--- src/rtl/nor_rd_pkg.sv ---
package nor_rd_pkg;
  typedef enum logic [2:0] {
    ST_IDLE, ST_REL, ST_ACC, ST_ADR, ST_OEW, ST_RSP
  } rd_state_e;

  function automatic int ns2cyc(int ns, int per);
    int c;
    c = (ns + per - 1) / per;
    if (c < 1) c = 1;
    return c;
  endfunction

  function automatic int imax(int a, int b);
    return (a > b) ? a : b;
  endfunction
endpackage

--- src/rtl/nor_wait_timer.sv ---
module nor_wait_timer #(
  parameter int CNT_W = 4
) (
  input  logic             clk_i,
  input  logic             rst_ni,
  input  logic             load_i,
  input  logic [CNT_W-1:0] load_val_i,
  output logic             done_o
);
  logic [CNT_W-1:0] cnt_q;

  always_ff @(posedge clk_i or negedge rst_ni) begin
    if (!rst_ni)             cnt_q <= '0;
    else if (load_i)         cnt_q <= load_val_i;
    else if (cnt_q != '0)    cnt_q <= cnt_q - 1'b1;
  end

  assign done_o = (cnt_q == '0);

  AST_TMR_HOLD_ZERO: assert property (@(posedge clk_i) disable iff (!rst_ni)
    done_o && !load_i |=> done_o);
endmodule

--- src/rtl/nor_page_tracker.sv ---
module nor_page_tracker #(
  parameter int ADDR_W = 22
) (
  input  logic              clk_i,
  input  logic              rst_ni,
  input  logic              set_i,
  input  logic [ADDR_W-1:0] set_addr_i,
  input  logic              clear_i,
  input  logic [ADDR_W-1:0] cmp_addr_i,
  output logic              open_o,
  output logic              hit_o
);
  localparam int PG_W = ADDR_W - 3;

  logic            open_q;
  logic [PG_W-1:0] page_q;

  always_ff @(posedge clk_i or negedge rst_ni) begin
    if (!rst_ni) begin
      open_q <= 1'b0;
      page_q <= '0;
    end else if (clear_i) begin
      open_q <= 1'b0;
    end else if (set_i) begin
      open_q <= 1'b1;
      page_q <= set_addr_i[ADDR_W-1:3];
    end
  end

  assign open_o = open_q;
  assign hit_o  = open_q && (cmp_addr_i[ADDR_W-1:3] == page_q);

  AST_PG_SET_OPENS: assert property (@(posedge clk_i) disable iff (!rst_ni)
    set_i && !clear_i |=> open_o && hit_o == (cmp_addr_i[ADDR_W-1:3] == $past(set_addr_i[ADDR_W-1:3])));
endmodule

--- src/rtl/nor_page_reader.sv ---
module nor_page_reader
  import nor_rd_pkg::*;
#(
  parameter int ADDR_W      = 22,
  parameter int DATA_W      = 16,
  parameter int LEN_W       = 3,
  parameter int CLK_NS      = 10,
  parameter int T_ACC_NS    = 115,
  parameter int T_PAGE_NS   = 25,
  parameter int T_OE_ARR_NS = 25,
  parameter int T_OE_NA_NS  = 50,
  parameter int T_CE_REL_NS = 25,
  parameter int T_OE_REL_NS = 15
) (
  input  logic              clk_i,
  input  logic              rst_ni,
  input  logic              req_valid_i,
  output logic              req_ready_o,
  input  logic [ADDR_W-1:0] req_addr_i,
  input  logic [LEN_W-1:0]  req_len_i,
  input  logic              req_nonarray_i,
  output logic              rsp_valid_o,
  input  logic              rsp_ready_i,
  output logic [DATA_W-1:0] rsp_data_o,
  output logic [ADDR_W:0]   fl_addr_o,
  output logic [2:0]        fl_ce_o,
  output logic              fl_oe_no,
  input  logic [DATA_W-1:0] fl_dq_i
);
  localparam int FULL_C  = ns2cyc(T_ACC_NS, CLK_NS);
  localparam int PAGE_C  = ns2cyc(T_PAGE_NS, CLK_NS);
  localparam int OEA_C   = ns2cyc(T_OE_ARR_NS, CLK_NS);
  localparam int OEN_C   = ns2cyc(T_OE_NA_NS, CLK_NS);
  localparam int REL_C   = ns2cyc(imax(T_CE_REL_NS, T_OE_REL_NS), CLK_NS);
  localparam int FIRST_C = imax(FULL_C, OEA_C);
  localparam int MAX_C   = imax(imax(FIRST_C, PAGE_C), imax(OEN_C, REL_C));
  localparam int CNT_W   = $clog2(MAX_C + 1);
  localparam logic [CNT_W-1:0] FULL_L  = CNT_W'(FULL_C - 1);
  localparam logic [CNT_W-1:0] PAGE_L  = CNT_W'(PAGE_C - 1);
  localparam logic [CNT_W-1:0] OEN_L   = CNT_W'(OEN_C - 1);
  localparam logic [CNT_W-1:0] REL_L   = CNT_W'(REL_C - 1);
  localparam logic [CNT_W-1:0] FIRST_L = CNT_W'(FIRST_C - 1);

  rd_state_e         state_q, state_d;
  logic [ADDR_W-1:0] addr_q, cmp_addr;
  logic [LEN_W-1:0]  left_q;
  logic              na_q, pend_q;
  logic [DATA_W-1:0] data_q;
  logic              ld, tmr_done, pg_set, pg_clr, pg_open, pg_hit;
  logic              accept, advance, cap, rel_exit;
  logic [CNT_W-1:0]  ld_val;
  logic              sel, oe_low;

  nor_wait_timer #(.CNT_W(CNT_W)) u_timer (
    .clk_i(clk_i), .rst_ni(rst_ni), .load_i(ld), .load_val_i(ld_val), .done_o(tmr_done)
  );

  nor_page_tracker #(.ADDR_W(ADDR_W)) u_page (
    .clk_i(clk_i), .rst_ni(rst_ni), .set_i(pg_set), .set_addr_i(addr_q),
    .clear_i(pg_clr), .cmp_addr_i(cmp_addr), .open_o(pg_open), .hit_o(pg_hit)
  );

  always_comb begin
    state_d  = state_q;
    ld       = 1'b0;
    ld_val   = '0;
    pg_set   = 1'b0;
    pg_clr   = 1'b0;
    cap      = 1'b0;
    accept   = 1'b0;
    advance  = 1'b0;
    rel_exit = 1'b0;
    cmp_addr = addr_q + 1'b1;
    unique case (state_q)
      ST_IDLE: begin
        cmp_addr = req_addr_i;
        if (req_valid_i) begin
          accept = 1'b1;
          ld     = 1'b1;
          if (req_nonarray_i) begin
            pg_clr = 1'b1;
            if (pg_open) begin state_d = ST_REL; ld_val = REL_L;  end
            else         begin state_d = ST_ADR; ld_val = FULL_L; end
          end else begin
            state_d = ST_ACC;
            ld_val  = pg_hit ? PAGE_L : FIRST_L;
          end
        end
      end
      ST_REL: if (tmr_done) begin
        rel_exit = 1'b1;
        if (pend_q) begin state_d = ST_ADR; ld = 1'b1; ld_val = FULL_L; end
        else        state_d = ST_IDLE;
      end
      ST_ADR: if (tmr_done) begin state_d = ST_OEW; ld = 1'b1; ld_val = OEN_L; end
      ST_OEW: if (tmr_done) begin state_d = ST_RSP; cap = 1'b1; end
      ST_ACC: if (tmr_done) begin state_d = ST_RSP; cap = 1'b1; pg_set = 1'b1; end
      ST_RSP: if (rsp_ready_i) begin
        if (left_q == '0) begin
          if (na_q) begin state_d = ST_REL; ld = 1'b1; ld_val = REL_L; end
          else      state_d = ST_IDLE;
        end else begin
          advance = 1'b1;
          ld      = 1'b1;
          if (na_q) begin state_d = ST_ADR; ld_val = FULL_L; end
          else begin
            state_d = ST_ACC;
            ld_val  = pg_hit ? PAGE_L : FULL_L;
          end
        end
      end
      default: state_d = ST_IDLE;
    endcase
  end

  always_ff @(posedge clk_i or negedge rst_ni) begin
    if (!rst_ni) begin
      state_q <= ST_IDLE;
      addr_q  <= '0;
      left_q  <= '0;
      na_q    <= 1'b0;
      pend_q  <= 1'b0;
      data_q  <= '0;
    end else begin
      state_q <= state_d;
      if (accept) begin
        addr_q <= req_addr_i;
        left_q <= req_len_i;
        na_q   <= req_nonarray_i;
        pend_q <= req_nonarray_i && pg_open;
      end else if (advance) begin
        addr_q <= addr_q + 1'b1;
        left_q <= left_q - 1'b1;
      end
      if (rel_exit) pend_q <= 1'b0;
      if (cap)      data_q <= fl_dq_i;
    end
  end

  assign sel = (state_q inside {ST_ACC, ST_ADR, ST_OEW, ST_RSP}) || (state_q == ST_IDLE && pg_open);
  assign oe_low = (state_q == ST_ACC) || (state_q == ST_OEW) ||
                  (state_q == ST_RSP && !na_q) || (state_q == ST_IDLE && pg_open);

  assign fl_ce_o     = sel ? 3'b000 : 3'b111;
  assign fl_oe_no    = !oe_low;
  assign fl_addr_o   = {addr_q, 1'b0};
  assign req_ready_o = (state_q == ST_IDLE);
  assign rsp_valid_o = (state_q == ST_RSP);
  assign rsp_data_o  = data_q;

  AST_OE_ONLY_SELECTED: assert property (@(posedge clk_i) disable iff (!rst_ni)
    !fl_oe_no |-> fl_ce_o == 3'b000);
  AST_RSP_HELD: assert property (@(posedge clk_i) disable iff (!rst_ni)
    rsp_valid_o && !rsp_ready_i |=> rsp_valid_o && $stable(rsp_data_o) && $stable(fl_addr_o));
  AST_IDLE_NO_WORD: assert property (@(posedge clk_i) disable iff (!rst_ni)
    req_ready_o |-> !rsp_valid_o);
  AST_NA_CLOSES_PAGE: assert property (@(posedge clk_i) disable iff (!rst_ni)
    req_valid_i && req_ready_o && req_nonarray_i |=> !pg_open);
endmodule

--- config.mk ---
export PLATFORM = sky130hd
export DESIGN_NAME = nor_page_reader
export DESIGN_NICKNAME = d
export VERILOG_FILES = /design/src/rtl/nor_rd_pkg.sv /design/src/rtl/nor_wait_timer.sv /design/src/rtl/nor_page_tracker.sv /design/src/rtl/nor_page_reader.sv
export SDC_FILE = /design/constraint.sdc
export NUM_CORES = 1
export LEC_CHECK = 0
export BUFFER_PORTS_ARGS = -buffer_cell sky130_fd_sc_hd__buf_2
export CAP_MARGIN = 0
export CORE_AREA = 2 2 97 99
export CTS_CLUSTER_SIZE = 20
export DETAILED_ROUTE_END_ITERATION = 12
export DIE_AREA = 0 0 99 101
export PLACE_DENSITY = 0.8
export SLEW_MARGIN = 15
export SYNTH_ARGS = -nofsm -noshare
export SYNTH_HDL_FRONTEND = slang
export SYNTH_HIERARCHICAL = 1
export SYNTH_SLANG_ARGS = --single-unit
export TNS_END_PERCENT = 100
--- constraint.sdc ---
create_clock -name clk_i -period 2.6 [get_ports clk_i]
set_input_delay 0.26 -clock clk_i [delete_from_list [all_inputs] [get_ports clk_i]]
set_output_delay 0.26 -clock clk_i [all_outputs]
set_load 0.03 [all_outputs]
==> results of run 1 <==
how the worst max path moves through the flow:
stage,startpoint,to,slack [ns],cells past startpoint
3_3_place_gp,addr_q[1],u_timer/cnt_q[3],0.003,10
6_report,addr_q[1],u_timer/cnt_q[3],-0.12,11
4_1_cts,addr_q[1],u_timer/cnt_q[3],-0.07,11
2_1_floorplan,addr_q[0],u_timer/cnt_q[3],-0.04,11
5_1_grt,addr_q[1],u_timer/cnt_q[3],-0.19,11
3_5_place_dp,addr_q[1],u_timer/cnt_q[3],-0.12,12
critical path: cells and delay by family (launching register included):
kind	cells	cell delay, ns
DFF	1	0.41
adders and majority gates	1	0.15
buffers and inverters	1	0.19
and+or+nand+nor	5	1.03
xor gates and xnor gates	1	0.14
AOI/OAI and AO/OA	3	0.67
stage by stage:
step | setup TNS, ns | utilization | cell area [sq um]
6_report | -0.117 | 0.610 | 5480
5_1_grt | -0.216 | 0.610 | 5480
4_1_cts | -0.0675 | 0.598 | 5370
3_5_place_dp | -0.119 | 0.575 | 5160
3_3_place_gp | 0 | 0.575 | 5160
2_1_floorplan | -0.0448 | - | 4360
state kept, by name, indices dropped and copies added (netlist names), 3 cells and up:
| name | cells |
|---|---|
| left_q | 3 |
| addr_q | 22 |
| state_q | 3 |
| u_timer/cnt_q | 4 |
| rsp_data_o | 16 |
| u_page/page_q | 19 |
final cells by class:
class / instances / area [sq um]
Clock buffer: 11 / 141
Clock inverter: 5 / 35.0
Fill cell: 734 / 3500
Inverter: 10 / 37.5
Multi-Input combinational cell: 335 / 2450
Sequential cell: 70 / 1770
Tap cell: 111 / 139
Timing Repair Buffer: 143 / 907
repair_timing:
item	4_1_cts	5_1_grt
setup buffers	1	5
endpoints found under the hold margin	12	0
pin swaps	3	8
gates resized for setup	4	9
hold buffers	1	0
cloned	0	1
setup endpoints to repair	2	2
report_power, final:
part           switching, uW  internal [uW]  leakage [uW]
Clock                    430            373     0.0000893
Sequential               414           1610      0.000855
Combinational           2480           1720       0.00156
routing by layer:
metal | track usage | share of wire | routed length, um
met5 | 0 | 0 | 0
met4 | 0.0717 | 0.017 | 203
met3 | 0.0333 | 0.080 | 953
met2 | 0.388 | 0.48 | 5630
met1 | 0.311 | 0.43 | 5060
cells in the final DEF (no fill, tap or decap), drive strengths merged, types with 3 or more instances in the layout:
cell and instances:
nand2b 3, a22oi 7, dfrtp 70, a31oi 9, nor2 23, and4 3
o31ai 3, nand4 9, a2bb2oi 3, nor2b 7, inv 10, xnor2 13
buf 142, and3 3, a21o 6, xor2 22, nand3 20, mux2i 3
nor4 6, o211ai 6, mux2 36, clkinv 4, nand3b 3, a221o 9
ha 4, or4 7, or2 3, or3 11, o311a 3, nor3 13
a21oi 7, o21ai 29, nand2 45, clkbuf 11
==> impl_metrics.tcl, run 1 <==
set metrics [dict create \
    outcome "finished with violations" \
    violations "setup timing" \
    grt_pass1_wl_um 18500 \
    fp.dieW_um 99 \
    r2r-end "u_timer/cnt_q[3]" \
    final_cell_count_no_fill 685 \
    cts_tree "built" \
    drt_pass1_iterations 5 \
    core_sq_mm 0.00898 \
    avgRoutedWirePerCell_um 17.3 \
    finalHoldWorstSlack_ns 0.123 \
    p_leak_uw 0.00250 \
    hold_violations 0 \
    pin_count 91 \
    clk_pin_slew_ns 0.08 \
    maxSlewHeadroom 0.580 \
    peakVddDrop_v 0.000540 \
    dp_hpwl_um 8370 \
    setup_slack_ns -0.117 \
    cts_buffer_depth 2 \
    grt_overflow 0 \
    setup_viol 1 \
    fp.dieH_um 101 \
    synth_nets 494 \
    p_per_area_mw_per_mm2 1280 \
    rr_startpoint "addr_q[1]" \
    drive_above_1_share 0.409 \
    slew_viol_final 0 \
    whs_endpoint "left_q[2]" \
    port_buffers 89 \
    place.gp.congestion 0.888 \
    layout.nets 619 \
    max_freq_mhz 368 \
    reg2regPathDepth 11 \
    arrival_ns 2.94 \
    path_max_fanout 8 \
    area_growth_pct 26.9 \
    grt_max_degree 59 \
    first_global_vias 3816 \
    drtAntennaViolNets 0 \
    min_delay_path_depth 3 \
    grt_usage 0.231 \
    clkLatencyLatePin_ns 0.34 \
    cp_slowest_cell "dfrtp_2" \
    min_path_type "in2reg" \
    rrSetupSlack_ns -0.12 \
    tightest_slew_ns 0.614 \
    worstSetupStartpointType "flip-flop" \
    cts-root-buf "clkbuf_8" \
    htreeDepth 3 \
    viasPerCell 5.97 \
    routed_wl_um 11900 \
    route.detailed.drc 0 \
    synth_warnings 6 \
    drv_cap 0 \
    drtIter0Drc 335 \
    n_antenna_cell 0 \
    antenna_found_initial 0 \
    worst-setup-path-type "reg2reg" \
    postSynthCellCount 444 \
    fin_crit_sh 1.04 \
    dieArea_sq_mm 0.0100 \
    initial_core_util 0.481 \
    synth.avg_cell_area_sq_um 9.73 \
    min_period_ns 2.72 \
    worstPathCellList "ha_4 -> and3_4 -> nand4_4 -> buf_4 -> or3_1 -> a31oi_1 -> xnor2_1 -> nand4_1 -> nor3_2 -> o211ai_1 -> a221o_1" \
    dp_slack_ns -0.119 \
    vias 4090 \
    p_total_uw 7040 \
    hp-start "req_len_i[2]" \
    num_rows 35 \
    cp-end-kind "flip-flop" \
    critPathMaxStageDelay_ns 0.41 \
    rsz0062_at_grt "true" \
    place_inst 661 \
    cts.sinks 70 \
    syn-cell-area_sq_mm 0.00432 \
    skew_ns 0.0113 \
    required_ns 2.82 \
    cts-buffers-inserted 9 \
]
(Power assumes the default switching activity.)
==> run 2, diff against run 1 <==
--- a/config.mk
+++ b/config.mk
@@ -5,13 +5,14 @@
 export SDC_FILE = /design/constraint.sdc
 export NUM_CORES = 1
 export LEC_CHECK = 0
+export ABC_AREA = 1
 export BUFFER_PORTS_ARGS = -buffer_cell sky130_fd_sc_hd__buf_2
 export CAP_MARGIN = 0
-export CORE_AREA = 2 2 97 99
+export CORE_AREA = 2 2 94 96
 export CTS_CLUSTER_SIZE = 20
 export DETAILED_ROUTE_END_ITERATION = 12
-export DIE_AREA = 0 0 99 101
-export PLACE_DENSITY = 0.8
+export DIE_AREA = 0 0 96 98
+export PLACE_DENSITY = 0.84
 export SLEW_MARGIN = 15
 export SYNTH_ARGS = -nofsm -noshare
 export SYNTH_HDL_FRONTEND = slang
==> constraint.sdc (replaced) <==
create_clock -name clk_i -period 2.7 [get_ports clk_i]
set_input_delay 0.27 -clock clk_i [delete_from_list [all_inputs] [get_ports clk_i]]
set_output_delay 0.27 -clock clk_i [all_outputs]
set_load 0.03 [all_outputs]
==> impl_metrics.tcl, run 2 <==
set metrics [dict create \
    power_frac_clock 0.112 \
    path_max_fanout 3 \
    whs_endpoint "rsp_data_o[14]" \
    postSynthCellCount 659 \
    grt_usage 0.271 \
    rrSetupSlack_ns 0.07 \
    max_freq_mhz 381 \
    hold_violations 0 \
    tightest_slew_ns 0.913 \
    num_rows 34 \
    p_leak_uw 0.00297 \
    drv_cap 0 \
    switching_power_uw 3900 \
    cts.sinks 70 \
    port_buffers 89 \
    htreeDepth 3 \
    finalHoldWorstSlack_ns 0.108 \
    route.detailed.drc 0 \
    peakVddDrop_v 0.000958 \
    dieArea_sq_mm 0.00941 \
    setup_slack_ns 0.0743 \
    slew_viol_final 0 \
    avgRoutedWirePerCell_um 14.5 \
    cp-end-kind "flip-flop" \
    drtIter0Drc 348 \
    r2r-end "u_timer/cnt_q[0]" \
    postLayoutCellArea_sq_mm 0.00548 \
    antenna_found_initial 0 \
    final_common_cell "nand2_1" \
    wl_met1_um 5180 \
    viasPerCell 5.32 \
    regArea_sq_mm 0.00176 \
    synth.avg_cell_area_sq_um 6.85 \
    arrival_ns 2.88 \
    min_delay_path_depth 3 \
    nFillCells 724 \
    n_antenna_cell 0 \
    largest_register_ffs 22 \
    rr_startpoint "addr_q[0]" \
    grt_pass1_wl_um 20200 \
    required_ns 2.95 \
    drt_pass1_iterations 6 \
    wl_met3_um 1030 \
    p_per_area_mw_per_mm2 1330 \
    maxSlewHeadroom 0.391 \
    min_period_ns 2.63 \
    clkLatencyLatePin_ns 0.36 \
    outcome "finished, final reports clean" \
    p_comb_frac 0.613 \
    area_growth_pct 21.3 \
    initial_core_util 0.533 \
    drive_above_1_share 0.259 \
    clk_pin_slew_ns 0.08 \
    layout.nets 812 \
    drtAntennaViolNets 0 \
    fp.dieW_um 96 \
    core_sq_mm 0.00847 \
    grt_max_degree 71 \
    cts_tree "built" \
    syn-cell-area_sq_mm 0.00452 \
    setup_viol 0 \
    seqPwrFrac 0.275 \
    worstSetupStartpointType "flip-flop" \
    power.internal_uw 3390 \
    cts-root-buf "clkbuf_8" \
    fin_crit_sh 0.972 \
    worst-setup-path-type "reg2reg" \
    final_cell_mix "nand2_1 (257), buf_2 (89), inv_1 (84), dfrtp_1 (63), nor2_1 (38)" \
    highest_layer "met4" \
    dp_slack_ns -0.0636 \
    rsz0062_at_grt "true" \
    wl_met2_um 6180 \
    reg2regPathDepth 22 \
    cts_buffer_depth 2 \
    vias 4653 \
    hp-start "fl_dq_i[14]" \
    skew_ns 0.0107 \
    final_util 0.647 \
    synth_nets 709 \
    first_global_vias 4472 \
    pin_count 91 \
    synth_warnings 6 \
    routed_wl_um 12700 \
    cts-buffers-inserted 9 \
    fp.dieH_um 98 \
    place.gp.congestion 0.925 \
    min_path_type "in2reg" \
    dp_hpwl_um 8610 \
    multiInputGateArea_sq_mm 0.00239 \
    hold_buffers 0 \
    regMostFlops "addr_q" \
    grt_overflow 0 \
    swShare 0.535 \
    placed_area_sq_mm 0.00503 \
]
[run 2: critical path, stage by stage, from the launching register on]
cell and delay [ns]:
dfrtp_1 0.39, buf_6 0.12, ha_4 0.16, nand3_2 0.14, nor2_4 0.17, xor2_1 0.22
nand2_1 0.08, nand2_1 0.08, inv_1 0.04, nand2_1 0.09, nand2_1 0.08, inv_1 0.06
nand2_1 0.05, nor2_1 0.09, nand3_1 0.08, nor2_1 0.13, inv_1 0.08, o21ai_2 0.11
nand3_1 0.10, nand2_1 0.07, o21ai_1 0.07, nand2_1 0.07, o21ai_1 0.05
[run 2: metrics by stage]
| step | power, uW | std cells | TNS, ns |
|---|---|---|---|
| floorplan | 5060 | 659 | 0 |
| global route | 7840 | 875 | -0.121 |
| finish | 7290 | 875 | 0 |
| CTS | 6960 | 866 | 0 |
| detailed placement | 6100 | 848 | -0.0636 |
| global placement | 5960 | 848 | 0 |
[run 2: repair_timing]
action	in CTS	in global routing
resized for setup	7	50
setup buffers	2	9
endpoints found under the setup margin	1	2
pin swaps	5	31
[run 2: metal layers]
layer  vias to the layer above  GRT usage
li1                       2243          -
met1                      2137      0.349
met2                       235      0.440
met3                        38     0.0648
met4                         0      0.100
met5                         -          0
[run 2: layout make-up]
class,instances,share of cell area
Sequential cell,70,0.321
Timing Repair Buffer,113,0.119
Multi-Input combinational cell,475,0.436
Inverter,93,0.0656
Clock buffer,11,0.0276
Clock inverter,5,0.00617
Tap cell,108,0.0247
[run 2: worst max-delay path by stage]
stage | from | end | slack (ns) | depth (start not counted)
floorplan | addr_q[1] | u_timer/cnt_q[0] | 0.1 | 22
global placement | addr_q[1] | u_timer/cnt_q[0] | 0.03 | 22
detailed placement | addr_q[1] | u_timer/cnt_q[0] | -0.06 | 22
CTS | addr_q[1] | u_timer/cnt_q[0] | 0.01 | 22
global route | addr_q[0] | u_timer/cnt_q[0] | -0.12 | 25
finish | addr_q[0] | u_timer/cnt_q[0] | 0.07 | 22
[run 2: power groups by stage]
stage	clock network [uW]	registers, uW	logic [uW]
detailed placement	0	1980	4120
CTS	826	1970	4170
finish	817	2010	4470
global route	875	2060	4900
floorplan	0	2490	2570
global placement	0	1960	4000
==> run 3, diff against run 2 <==
--- a/config.mk
+++ b/config.mk
@@ -8,10 +8,12 @@
 export ABC_AREA = 1
 export BUFFER_PORTS_ARGS = -buffer_cell sky130_fd_sc_hd__buf_2
 export CAP_MARGIN = 0
-export CORE_AREA = 2 2 94 96
+export CELL_PAD_IN_SITES_DETAIL_PLACEMENT = 1
+export CELL_PAD_IN_SITES_GLOBAL_PLACEMENT = 1
+export CORE_AREA = 2 2 111 113
 export CTS_CLUSTER_SIZE = 20
 export DETAILED_ROUTE_END_ITERATION = 12
-export DIE_AREA = 0 0 96 98
+export DIE_AREA = 0 0 113 115
 export PLACE_DENSITY = 0.84
 export SLEW_MARGIN = 15
 export SYNTH_ARGS = -nofsm -noshare
==> impl_metrics.tcl, run 3 (synthesis results as in run 2) <==
set metrics [dict create \
    grt_max_degree 33 \
    drt_pass1_iterations 9 \
    initial_core_util 0.382 \
    cts_tree "built" \
    port_buffers 89 \
    arrival_ns 3.01 \
    finalHoldWorstSlack_ns 0.00631 \
    hold_violations 0 \
    fin_crit_sh 1.03 \
    min_path_type "in2async" \
    avgRoutedWirePerCell_um 17.3 \
    route.detailed.drc 6 \
    slew_viol_final 0 \
    reg2regPathDepth 24 \
    clk_pin_slew_ns 0.06 \
    worst-setup-path-type "reg2reg" \
    vias 4824 \
    layout.nets 828 \
    fp.dieW_um 113 \
    antenna_found_initial 0 \
    pin_count 91 \
    grt_overflow 0 \
    viasPerCell 5.19 \
    multiInputGateArea_sq_mm 0.00240 \
    min_period_ns 2.77 \
    required_ns 2.93 \
    place.gp.congestion 0.857 \
    cp-end-kind "flip-flop" \
    first_global_vias 5115 \
    rr_startpoint "addr_q[0]" \
    drv_cap 0 \
    nFillCells 1543 \
    drive_above_1_share 0.283 \
    rrSetupSlack_ns -0.07 \
    hold_buffers 0 \
    cts-root-buf "clkbuf_16" \
    grt_usage 0.253 \
    setup_viol 1 \
    htreeDepth 3 \
    cts.sinks 70 \
    violations "DRC, setup timing" \
    routed_wl_um 16100 \
    drtIter0Drc 258 \
    cp_slowest_cell "dfrtp_1" \
    regArea_sq_mm 0.00176 \
    p_per_area_mw_per_mm2 1410 \
    grt_pass1_wl_um 25900 \
    outcome "finished with violations" \
    critPathMaxStageDelay_ns 0.41 \
    n_antenna_cell 0 \
    skew_ns 0.00634 \
    area_growth_pct 29.0 \
    fin_tns_setup_ns -0.0734 \
    dieArea_sq_mm 0.0130 \
    clkLatencyLatePin_ns 0.35 \
    max_freq_mhz 361 \
    final_common_cell "nand2_1" \
    r2r-end "u_timer/cnt_q[0]" \
    drtAntennaViolNets 0 \
    worstPathCellList "buf_6 -> inv_4 -> nor2_4 -> nand2_4 -> nor2_4 -> nand2_1 -> nand2_1 -> nand2_1 -> nand2_1 -> nand2_1 -> inv_1 -> nand2_1 -> nand2_2 -> nand2_2 -> nor2_2 -> nand3_1 -> nor2_1 -> inv_1 -> o21ai_1 -> nand3_1 -> nand2_1 -> o21ai_1 -> nand2_1 -> o21ai_1" \
    regMostFlops "addr_q" \
    setup_slack_ns -0.0734 \
    largest_register_ffs 22 \
    core_sq_mm 0.0118 \
    crit_top_cell "nand2_1" \
    maxSlewHeadroom 0.450 \
    final_cell_mix "nand2_1 (248), buf_2 (89), inv_1 (83), dfrtp_1 (64), nor2_1 (37)" \
    peakVddDrop_v 0.000828 \
    p_leak_uw 0.00311 \
    dp_hpwl_um 11200 \
    cts_buffer_depth 2 \
    tightest_slew_ns 0.825 \
    cts-buffers-inserted 9 \
    num_rows 40 \
    rsz0062_at_grt "true" \
    fp.dieH_um 115 \
    path_max_fanout 7 \
    worstSetupStartpointType "flip-flop" \
]
-- run 3: cell count changes in the layout (fill, tap and decap cells not counted), moves of 2 or more --
cell        delta
clkinv_2       -2
nand2_2       +10
o21ai_1        +2
clkinvlp_4     -2
clkbuf_8       -8
clkbuf_16      +9
nand3_1        +2
buf_6          +2
buf_4         +15
nand2_1        -9
nand3_2        -2
bufinv_16      +3
-- run 3: report_power, final --
group / leakage (uW) / switching, uW / total (uW) / internal [uW]
registers: 0.000850 / 439 / 2020 / 1580
clock network: 0.000175 / 485 / 1460 / 973
logic: 0.00208 / 3250 / 4760 / 1510
total: 0.00311 / 4170 / 8240 / 4070
-- run 3: per-layer routing --
metal | vias to the layer above | routed length [um] | global-route usage | share of wire
met2 | 127 | 8290 | 0.461 | 0.52
met1 | 2403 | 6740 | 0.312 | 0.42
met4 | 0 | 280 | 0.0789 | 0.017
met5 | - | 0 | 0 | 0
met3 | 23 | 744 | 0.0353 | 0.046
li1 | 2271 | - | - | -
-- run 3: what timing repair did --
item	4_1_cts	5_1_grt
pin swaps	22	36
gates resized for setup	27	41
cloned	0	0
setup endpoints to repair	2	2
setup buffers	8	5
-- run 3: area by class of cell --
type / instances / area share
multi-input cells: 475 / 0.412
well taps: 147 / 0.0316
clock inverters: 3 / 0.0155
flip-flops and latches: 70 / 0.302
inverters: 93 / 0.0621
repair buffers: 129 / 0.131
clock buffers: 12 / 0.0458
-- run 3: critical path, delay by kind of cell (launching register included) --
family	cells	cell delay [ns]
DFF	1	0.41
and+or+nand+nor	17	1.68
buffers and inverters	4	0.30
AOI/OAI and AO/OA	3	0.25
-- run 3: how the worst max path moves through the flow --
stage / start / to / slack (ns) / cells after the start
3_3_place_gp: addr_q[5] / u_timer/cnt_q[0] / 0.05 / 23
5_1_grt: addr_q[0] / u_timer/cnt_q[0] / -0.19 / 24
2_1_floorplan: addr_q[1] / u_timer/cnt_q[0] / 0.1 / 22
4_1_cts: addr_q[1] / u_timer/cnt_q[0] / 0.001 / 22
6_report: addr_q[0] / u_timer/cnt_q[0] / -0.07 / 24
3_5_place_dp: addr_q[5] / u_timer/cnt_q[0] / -0.11 / 23
-- run 3: per-stage QoR --
stage          std cells  setup slack [ns]   util  total power (uW)  instance area (sq um)
2_1_floorplan        659            0.0959      -              5060                   4520
3_3_place_gp         901            0.0475  0.438              6160                   5170
3_5_place_dp         901            -0.108  0.438              6370                   5170
4_1_cts              924           0.00110  0.479              8020                   5660
5_1_grt              929            -0.194  0.493              8830                   5820
6_report             929           -0.0734  0.493              8240                   5820
